--- src/rtl/lsb_pkg.sv ---
package lsb_pkg;

    // Default geometry of the buffer
    localparam int LSB_THREADS = 2;
    localparam int LSB_DEPTH   = 64;
    localparam int LSB_UOP_W   = 16;
    localparam int LSB_TAG_W   = 12;

    // Per-thread controller state
    typedef enum logic [1:0] {
        LS_IDLE    = 2'd0,
        LS_CAPTURE = 2'd1,
        LS_STREAM  = 2'd2
    } lsb_state_e;

    // Replay pointer step with wrap after the last recorded entry
    function automatic int lsb_next_ptr(input int ptr, input int len);
        return (ptr >= len - 1) ? 0 : ptr + 1;
    endfunction

    // Thread id width that never collapses to zero
    function automatic int lsb_id_width(input int n);
        return (n > 1) ? $clog2(n) : 1;
    endfunction

endpackage

--- src/rtl/lsb_store.sv ---
module lsb_store #(
    parameter int DEPTH = lsb_pkg::LSB_DEPTH,
    parameter int UOP_W = lsb_pkg::LSB_UOP_W,
    localparam int AW   = $clog2(DEPTH)
) (
    input  logic             clk,
    input  logic             wr_en,
    input  logic [AW-1:0]    wr_addr,
    input  logic [UOP_W-1:0] wr_data,
    input  logic [AW-1:0]    rd_addr,
    output logic [UOP_W-1:0] rd_data
);

    logic [UOP_W-1:0] slots [DEPTH];

    always_ff @(posedge clk) begin
        if (wr_en) begin
            slots[wr_addr] <= wr_data;
        end
    end

    assign rd_data = slots[rd_addr];

endmodule

--- src/rtl/lsb_ctrl.sv ---
module lsb_ctrl
    import lsb_pkg::*;
#(
    parameter int DEPTH = LSB_DEPTH,
    parameter int TAG_W = LSB_TAG_W,
    localparam int AW   = $clog2(DEPTH),
    localparam int CW   = $clog2(DEPTH + 1)
) (
    input  logic             clk,
    input  logic             rst,
    input  logic             uop_hit,
    input  logic             uop_bwd,
    input  logic [TAG_W-1:0] uop_tag,
    input  logic             flush,
    input  logic             take,
    output logic             wr_en,
    output logic [AW-1:0]    wr_addr,
    output logic [AW-1:0]    rd_addr,
    output logic             replay_valid,
    output logic             stall
);

    lsb_state_e       st;
    logic [CW-1:0]    fill;
    logic [CW-1:0]    body_len;
    logic [AW-1:0]    rd_ptr;
    logic [TAG_W-1:0] loop_tag;

    logic new_loop;
    logic full;
    logic fire;

    assign new_loop     = uop_hit && uop_bwd && (uop_tag != loop_tag);
    assign full         = (fill == CW'(DEPTH));
    assign replay_valid = (st == LS_STREAM) && !flush;
    assign fire         = replay_valid && take;
    assign stall        = (st == LS_STREAM);
    assign wr_en        = (st == LS_CAPTURE) && uop_hit && !new_loop && !full && !flush;
    assign wr_addr      = fill[AW-1:0];
    assign rd_addr      = rd_ptr;

    always_ff @(posedge clk) begin
        if (rst) begin
            st       <= LS_IDLE;
            fill     <= '0;
            body_len <= '0;
            rd_ptr   <= '0;
            loop_tag <= '0;
        end else if (flush) begin
            st       <= LS_IDLE;
            fill     <= '0;
            body_len <= '0;
            rd_ptr   <= '0;
        end else begin
            unique case (st)
                LS_IDLE: begin
                    if (uop_hit && uop_bwd) begin
                        st       <= LS_CAPTURE;
                        loop_tag <= uop_tag;
                        fill     <= '0;
                    end
                end
                LS_CAPTURE: begin
                    if (new_loop) begin
                        loop_tag <= uop_tag;
                        fill     <= '0;
                    end else if (uop_hit) begin
                        if (full) begin
                            st   <= LS_IDLE;
                            fill <= '0;
                        end else begin
                            fill <= fill + CW'(1);
                            if (uop_bwd) begin
                                st       <= LS_STREAM;
                                body_len <= fill + CW'(1);
                                rd_ptr   <= '0;
                            end
                        end
                    end
                end
                LS_STREAM: begin
                    if (fire) begin
                        rd_ptr <= AW'(lsb_next_ptr(int'(rd_ptr), int'(body_len)));
                    end
                end
                default: st <= LS_IDLE;
            endcase
        end
    end


    mp_exit_chk: assert property (@(posedge clk) disable iff (rst)
        flush |=> (st == LS_IDLE) && !stall);


    mp_gate_chk: assert property (@(posedge clk) disable iff (rst)
        flush |-> !replay_valid);


    wrap_chk: assert property (@(posedge clk) disable iff (rst)
        (fire && (rd_ptr == AW'(body_len - CW'(1)))) |=> (rd_ptr == '0));


    hold_chk: assert property (@(posedge clk) disable iff (rst)
        ((st == LS_STREAM) && !take && !flush) |=> $stable(rd_ptr));


    len_bound_chk: assert property (@(posedge clk) disable iff (rst)
        (st == LS_STREAM) |-> (body_len != '0) && (body_len <= CW'(DEPTH)));


    len_stable_chk: assert property (@(posedge clk) disable iff (rst)
        ((st == LS_STREAM) && !flush) |=> $stable(body_len) && (st == LS_STREAM));


    no_overflow_chk: assert property (@(posedge clk) disable iff (rst)
        fill <= CW'(DEPTH));

endmodule

--- src/rtl/lsb_lane.sv ---
module lsb_lane
    import lsb_pkg::*;
#(
    parameter int DEPTH = LSB_DEPTH,
    parameter int UOP_W = LSB_UOP_W,
    parameter int TAG_W = LSB_TAG_W,
    localparam int AW   = $clog2(DEPTH)
) (
    input  logic             clk,
    input  logic             rst,
    input  logic             uop_hit,
    input  logic [UOP_W-1:0] uop_data,
    input  logic             uop_bwd,
    input  logic [TAG_W-1:0] uop_tag,
    input  logic             flush,
    input  logic             take,
    output logic             replay_valid,
    output logic [UOP_W-1:0] replay_uop,
    output logic             stall
);

    logic          wr_en;
    logic [AW-1:0] wr_addr;
    logic [AW-1:0] rd_addr;

    lsb_ctrl #(
        .DEPTH (DEPTH),
        .TAG_W (TAG_W)
    ) i_ctrl (
        .clk          (clk),
        .rst          (rst),
        .uop_hit      (uop_hit),
        .uop_bwd      (uop_bwd),
        .uop_tag      (uop_tag),
        .flush        (flush),
        .take         (take),
        .wr_en        (wr_en),
        .wr_addr      (wr_addr),
        .rd_addr      (rd_addr),
        .replay_valid (replay_valid),
        .stall        (stall)
    );

    lsb_store #(
        .DEPTH (DEPTH),
        .UOP_W (UOP_W)
    ) i_store (
        .clk     (clk),
        .wr_en   (wr_en),
        .wr_addr (wr_addr),
        .wr_data (uop_data),
        .rd_addr (rd_addr),
        .rd_data (replay_uop)
    );

endmodule

--- src/rtl/loop_stream_buf.sv ---
module loop_stream_buf
    import lsb_pkg::*;
#(
    parameter int NT    = LSB_THREADS,
    parameter int DEPTH = LSB_DEPTH,
    parameter int UOP_W = LSB_UOP_W,
    parameter int TAG_W = LSB_TAG_W,
    localparam int TID_W = lsb_id_width(NT)
) (
    input  logic                clk,
    input  logic                rst,
    input  logic                in_valid,
    input  logic [TID_W-1:0]    in_tid,
    input  logic [UOP_W-1:0]    in_uop,
    input  logic                in_bwd_taken,
    input  logic [TAG_W-1:0]    in_tag,
    input  logic [NT-1:0]       mispredict,
    input  logic [NT-1:0]       out_ready,
    output logic [NT-1:0]       out_valid,
    output logic [NT*UOP_W-1:0] out_uop,
    output logic [NT-1:0]       pred_stall
);

    for (genvar t = 0; t < NT; t++) begin : g_thread
        logic hit;
        assign hit = in_valid && (in_tid == TID_W'(t));

        lsb_lane #(
            .DEPTH (DEPTH),
            .UOP_W (UOP_W),
            .TAG_W (TAG_W)
        ) i_lane (
            .clk          (clk),
            .rst          (rst),
            .uop_hit      (hit),
            .uop_data     (in_uop),
            .uop_bwd      (in_bwd_taken),
            .uop_tag      (in_tag),
            .flush        (mispredict[t]),
            .take         (out_ready[t]),
            .replay_valid (out_valid[t]),
            .replay_uop   (out_uop[t*UOP_W +: UOP_W]),
            .stall        (pred_stall[t])
        );
    end


    reset_quiet_chk: assert property (@(posedge clk)
        $past(rst) |-> (out_valid == '0) && (pred_stall == '0));


    stall_cover_chk: assert property (@(posedge clk) disable iff (rst)
        ((out_valid & ~pred_stall) == '0));

endmodule

--- config.mk ---
export PLATFORM = sky130hd
export DESIGN_NAME = loop_stream_buf
export DESIGN_NICKNAME = d
export VERILOG_FILES = /design/src/rtl/lsb_pkg.sv /design/src/rtl/lsb_store.sv /design/src/rtl/lsb_ctrl.sv /design/src/rtl/lsb_lane.sv /design/src/rtl/loop_stream_buf.sv
export SDC_FILE = /design/constraint.sdc
export NUM_CORES = 2
export LEC_CHECK = 0
export ABC_CLOCK_PERIOD_IN_PS = 4300
export BUFFER_PORTS_ARGS = -buffer_cell sky130_fd_sc_hd__buf_2
export CORE_UTILIZATION = 40
export DETAILED_ROUTE_END_ITERATION = 12
export PLACE_DENSITY = 0.51
export REMOVE_ABC_BUFFERS = 1
export SETUP_SLACK_MARGIN = 0.05
export SYNTH_ARGS = -nofsm -noshare
export SYNTH_HDL_FRONTEND = slang
export SYNTH_SLANG_ARGS = --single-unit
--- constraint.sdc ---
create_clock -name clk -period 4.3 [get_ports clk]
set_clock_uncertainty 0.1 [all_clocks]
set_input_delay 0.215 -clock clk [delete_from_list [all_inputs] [get_ports clk]]
set_output_delay 0.215 -clock clk [all_outputs]
set_load 0.05 [all_outputs]
# == Yosys cells after proc, flatten, opt, wreduce, memory -nomap -nowiden ==
# Memories as Yosys holds them, arrays and structs flattened. A register that Yosys moved wholly into a read port is not among the register bits.
# Cells that the tools add are included.
# totals
register_bits,68
mem_bits_rw,2048
out_inout_bits,36
elab_cells,145
memories,2
# classes
addsub,6
n_lt_le_gt_ge,2
eq_ne,26
muxes,48
bitwise_logic,9
reduce_logical,42
# memory_table
memory,depth,word_bits,rd,rd_ports_with_merged_regs,write_ports,line,source
g_thread[0].i_lane.i_store.slots,64,16,1,1,1,lsb_store.sv:14,logic [UOP_W-1:0] slots [DEPTH];
g_thread[1].i_lane.i_store.slots,64,16,1,1,1,lsb_store.sv:14,
# op_table
operator,count
$mux W6,15
$mux W7,8
$mux W12,4
$pmux W12 S2,2
$pmux W7 S2,2
$ne A12 B12 Y1,2
$ne A2 B2 Y1 const B,12
$pmux W6 S2,2
$reduce_and A5 Y1,4
$logic_and A1 B1 Y1,18
$mux W2,9
$ge A7 B8 Y1,2
$sub A7 B1 Y8 const B,2
$add A7 B1 Y7 const B,2
$eq A7 B7 Y1 const B,2
$add A6 B1 Y6 const B,2
$ne A3 B3 Y1 const B,4
$pmux W2 S3,2
$reduce_and A6 Y1,2
$not A1 Y1,9
$reduce_and A4 Y1,2
$reduce_bool A2 Y1,4
$logic_not A1 Y1,6
$reduce_and A3 Y1,2
other kinds (6),14

# == Depth between registers and ports, before layout ==
# depth
word_depth,10
ltp_mapped,11

# == Modules after synthesis ==
# A second synthesis with hierarchy kept.
# unflattened
cells_unflattened,4079
area_unflattened_um2,83617.7
# by_module_without_submodules
mod,n_inst,cells_each,area_each_um2,seq_area_each_um2
lsb_store at g_thread[1].i_lane.i_store,1,1813,39721.8,30749.5
lsb_store at g_thread[0].i_lane.i_store,1,1794,39588.0,30749.5
lsb_ctrl,2,235,2145.8,680.7
loop_stream_buf,1,2,16.3,0.0

# == Least setup slack after synthesis ==
# OpenSTA, ideal clock, no wires.
# synth_timing
path_type,reg-to-reg
from,register g_thread[1].i_lane.i_ctrl.loop_tag[6]
to,memory g_thread[1].i_lane.i_store.slots[29][0] in the netlist's numbering (enable)
setup_ns,0.409
arrival_time_ns,2.799
required_time_ns,3.791
setup_slack_ns,0.992
path_stages_with_launch,7
path_buffers,0
synth_period_minus_slack_ns,3.308
path_cell_list,dfxtp_1 > xnor2_1 > nand4_1 > o31a_1 > nor3_1 > nand4_1 > nor3_1
# synth_via
elab_chain_cells,8
# synth_rtl
item,line,source
start: declaration,lsb_ctrl.sv:27,logic [TAG_W-1:0] loop_tag;
start signal: assignment,lsb_ctrl.sv:59,loop_tag <= uop_tag;
start signal: assignment,lsb_ctrl.sv:65,loop_tag <= uop_tag;
$ne A12 B12 Y1,lsb_ctrl.sv:33,assign new_loop = uop_hit && uop_bwd && (uop_tag != loop_tag);
$logic_and A1 B1 Y1,lsb_ctrl.sv:33,
$logic_not A1 Y1,lsb_ctrl.sv:38,assign wr_en = (st == LS_CAPTURE) && uop_hit && !new_loop && !full && !flush;
$logic_and A1 B1 Y1 (3 in series),lsb_ctrl.sv:38,
$mux W1,lsb_store.sv:17,if (wr_en) begin
$mux W1 (not written as such),lsb_store.sv:18,slots[wr_addr] <= wr_data;
end: declaration,lsb_store.sv:14,
# No other way between the ends.

==> impl_summary.md <==
Outcome
The flow ran to the end, and the final reports show no timing, DRC or antenna violations.

Yosys
The synthesized area per cell is 22.0 µm². After synthesis the netlist holds a flip-flop and latch count of 2128. The most common flop cell mapped by yosys is sky130_fd_sc_hd__edfxtp_1. The mapped netlist covers 0.0828 mm². Yosys mapped a number of flops with a built-in enable equal to 2048. The Yosys step of the flow raised 0 warnings.

The count of unique library cells instantiated by Yosys is 56. Synthesis produced 3758 cells. In the synthesized netlist the async set-or-reset flop fraction comes to 0%.

Sequential cells were found to cover 76.2% of the synthesized design area.

Place
During placement, the flow inserted port buffers numbering 72. The final estimated routing congestion in global placement is 0.767. The standard cell area after detailed placement is 0.0884 mm².

Summed over all nets, the half-perimeter wirelength after detailed placement is 126000 µm. The number of placed instances, taps included is 6599.

Critical path
The capturing element type of the critical path is a primary output. The critical-path maximum fanout is 21. The critical setup path kind is reg -> out. STA classifies the critical path startpoint as a flop. The worst register-to-register path has a setup slack of 500 ps. The critical path data required time is 3980 ps. Data on the critical path arrives at its endpoint at 3800 ps.

Clock tree
The number of H-tree branching levels is 4. The clock tree from TritonCTS is done. Clock latency on the worst-skew pair, taken at its later pin, is 830 ps. The count of clock tree sinks is 2128. The clock buffer count from CTS is 214. The number of buffers on the longest clock path is 3. The clock edge transition at the registers on the reported setup and hold paths is 60 ps. The cell sitting at the root of the clock tree is a sky130_fd_sc_hd__clkbuf_16.

Timing
Setup repair after global routing could not meet its margin everywhere. The count of endpoints failing setup in the final report is 0. The worst pin sits at a relative slew slack of 26.4%.

The worst hold margin is 133 ps. The number of pins exceeding their max-slew limit in the final report was 0. The slew of the pin with the lowest slew margin is 1100 ps. Dividing the final minimum period by the clock period gives 95.7%. The maximum clock rate is 243 MHz.

The final hold violation count is 0. Counting I/O delays and the setup requirement, the final critical path takes 4120 ps.

Drt
The via count normalized by instance count is 5.56. The starting DRC count in detailed routing is 3467. The pre-antenna-repair detailed-routing pass consisted of 7 iterations. In this run the remaining antenna-violating nets after routing total 0. The detailed-route wire length per cell is 29.8 µm. The post-detailed-route DRC marker count is 0.

The number of vias after detailed routing is 39187. The final layout contains routed wiring with a total length of 210000 µm.

Global routing
Entering global routing, the biggest net connects 90 pins. The initial antenna violation count is 6. The via count of the first global-routing pass is 40453.

The global-route congestion overflow total is 0. Global routing consumed, over all layers together, 20.2% of the routing resources. The first-pass GRT wire length is 302000 µm.

Die
In this run the core area contains 166 standard-cell rows. The number of top-level design ports is 73. The height of the chip is 457 µm. The initial cell density of the core is 40.4%. The area of the die is 0.209 mm².

The placeable core region is 0.205 mm². The horizontal die dimension is 457 µm.

Final layout
The top cell types in the final layout, fill and taps aside, are sky130_fd_sc_hd__edfxtp_1 (2048), sky130_fd_sc_hd__mux4_2 (596), sky130_fd_sc_hd__buf_4 (261). The post-route core utilization is 46.6%. The most common cell after layout, fill and taps aside is sky130_fd_sc_hd__edfxtp_1. The number of nets in the layout is 4238.

The post-route netlist has 30.5% of its cells at a drive strength greater than 1. Compared with the post-synthesis result, the final layout area differs by 15.4%. For this run, the number of standard cells in the final layout without fillers is 7046. The final standard cell area without fillers is 0.0956 mm². Fill cells in the final layout number 17130.

Power
The static leakage is 29.0 nW. VDD sags by at most 0.432 mV. The areal power density over the cells is 430 mW/mm². The overall power after layout is 0.0411 W.

Min path
The path type of the worst min-delay path is in -> reg.

Run
The tool flagged a number of max-cap violations equal to 0.
-- synth_stat cells, types with 3 or more instances --
library cell	n	area, µm²
sky130_fd_sc_hd__buf_6	9	101
sky130_fd_sc_hd__xor2_1	20	175
sky130_fd_sc_hd__a31oi_1	14	87.6
sky130_fd_sc_hd__inv_1	21	78.8
sky130_fd_sc_hd__nor2_1	201	754
sky130_fd_sc_hd__dfxtp_1	80	1600
sky130_fd_sc_hd__o2111ai_1	20	175
sky130_fd_sc_hd__nor3b_1	6	45.0
sky130_fd_sc_hd__buf_8	3	45.0
sky130_fd_sc_hd__a22oi_1	24	180
sky130_fd_sc_hd__xnor2_1	22	193
sky130_fd_sc_hd__edfxtp_1	2048	61500
sky130_fd_sc_hd__mux2i_1	123	1230
sky130_fd_sc_hd__nand3b_1	13	97.6
sky130_fd_sc_hd__buf_2	57	285
sky130_fd_sc_hd__mux4_2	596	13400
sky130_fd_sc_hd__nand4_1	5	31.3
sky130_fd_sc_hd__a21o_1	3	22.5
sky130_fd_sc_hd__a31o_2	5	43.8
sky130_fd_sc_hd__ha_1	20	250
sky130_fd_sc_hd__or2_2	4	25.0
sky130_fd_sc_hd__a221o_1	6	60.1
sky130_fd_sc_hd__nor4_1	3	18.8
sky130_fd_sc_hd__nand3_1	45	225
sky130_fd_sc_hd__clkbuf_1	84	315
sky130_fd_sc_hd__a21oi_1	12	60.1
sky130_fd_sc_hd__nand2_1	69	259
sky130_fd_sc_hd__o221ai_1	4	35.0
sky130_fd_sc_hd__o21ai_0	33	165
sky130_fd_sc_hd__and2_1	3	18.8
sky130_fd_sc_hd__o31ai_1	3	22.5
sky130_fd_sc_hd__nand2b_1	10	62.6
sky130_fd_sc_hd__o211ai_1	7	52.6
sky130_fd_sc_hd__nor3_1	28	140
sky130_fd_sc_hd__buf_4	23	173
sky130_fd_sc_hd__nor2b_1	46	288
sky130_fd_sc_hd__buf_1	22	82.6
sky130_fd_sc_hd__a211oi_1	33	248
sky130_fd_sc_hd__or3_1	7	43.8
sky130_fd_sc_hd__and3_1	6	37.5
-- per-layer routing --
metal / track usage (%) / up-vias / wire, µm / share of wire, %
met5: 0 / - / 13 / 0.0062
met2: 34.3 / 914 / 107000 / 51
met4: 4.69 / 2 / 4240 / 2.0
li1: - / 16676 / - / -
met3: 2.70 / 247 / 8210 / 3.9
met1: 27.6 / 21348 / 90800 / 43
-- sequential cells by signal (all words and copies together) (netlist names), named ones only --
| register | flops |
|---|---|
| g_thread.i_lane.i_ctrl.body_len | 14 |
| g_thread.i_lane.i_ctrl.loop_tag | 24 |
| g_thread.i_lane.i_ctrl.rd_addr | 12 |
| g_thread.i_lane.i_ctrl.fill | 14 |
| g_thread.i_lane.i_ctrl.st | 4 |
| g_thread.i_lane.i_store.slots | 2048 |
-- logic make-up after synthesis --
logic type,count (synthesis),share of synthesized area (%)
DFF,2128,76.2
muxes,720,17.7
and+or+nand+nor,448,2.49
buffers and inverters,219,1.31
AOI/OAI and AO/OA,181,1.57
xor gates and xnor gates,42,0.444
adders and majority gates,20,0.302
-- metrics by stage --
| step | setup TNS, ps | setup slack [ps] |
|---|---|---|
| 2_1_floorplan | -268110 | -8860 |
| 3_3_place_gp | 0 | 359 |
| 3_5_place_dp | 0 | 358 |
| 4_1_cts | 0 | 62.0 |
| 5_1_grt | 0 | 14.4 |
| 6_report | 0 | 183 |
-- critical path: stages (launching register included) --
cell and delay, ps:
sky130_fd_sc_hd__dfxtp_4 500, sky130_fd_sc_hd__buf_16 270, sky130_fd_sc_hd__buf_12 210, sky130_fd_sc_hd__mux4_2 530
sky130_fd_sc_hd__mux4_2 590, sky130_fd_sc_hd__a22oi_1 450, sky130_fd_sc_hd__nand2_1 130, sky130_fd_sc_hd__buf_2 240
-- report_power, final --
| part | total [W] | switching (W) | internal, W |
|---|---|---|---|
| Combinational | 0.000509 | 0.000425 | 0.0000842 |
| Sequential | 0.0227 | 0.00000398 | 0.0227 |
| Clock | 0.0179 | 0.00777 | 0.0101 |
-- cell type report --
class	instances	area [µm²]	share of cell area, %
antenna	2	5.00	0.00524
clock buffer	271	5670	5.94
clock inverter	120	988	1.03
inverter	21	78.8	0.0825
multi-input combinational	1411	18800	19.7
sequential	2128	63100	66.0
tap	2688	3360	3.52
timing repair buffer	405	3530	3.69
-- what timing repair did --
item                       in CTS  in global routing
setup endpoints to repair      26                  5
buffers inserted                6                  2
hold endpoints to repair      828                  0
cloned                          0                  0
pin swaps                       0                  0
hold buffers                   46                  0
resized for setup               3                  2
-- worst paths after layout --
check / depth (start not counted) / end / from
max: 7 / out_uop[6] / flop
min: 4 / g_thread[0].i_lane.i_ctrl.loop_tag[11] / in_tag[11]
max reg2reg: 9 / g_thread[0].i_lane.i_store.slots[28][11] / g_thread[0].i_lane.i_ctrl.loop_tag[4]
min reg2reg: 1 / g_thread[1].i_lane.i_ctrl.fill[6] / g_thread[1].i_lane.i_ctrl.fill[6]
No activity file was read; power rests on OpenSTA's default activity.
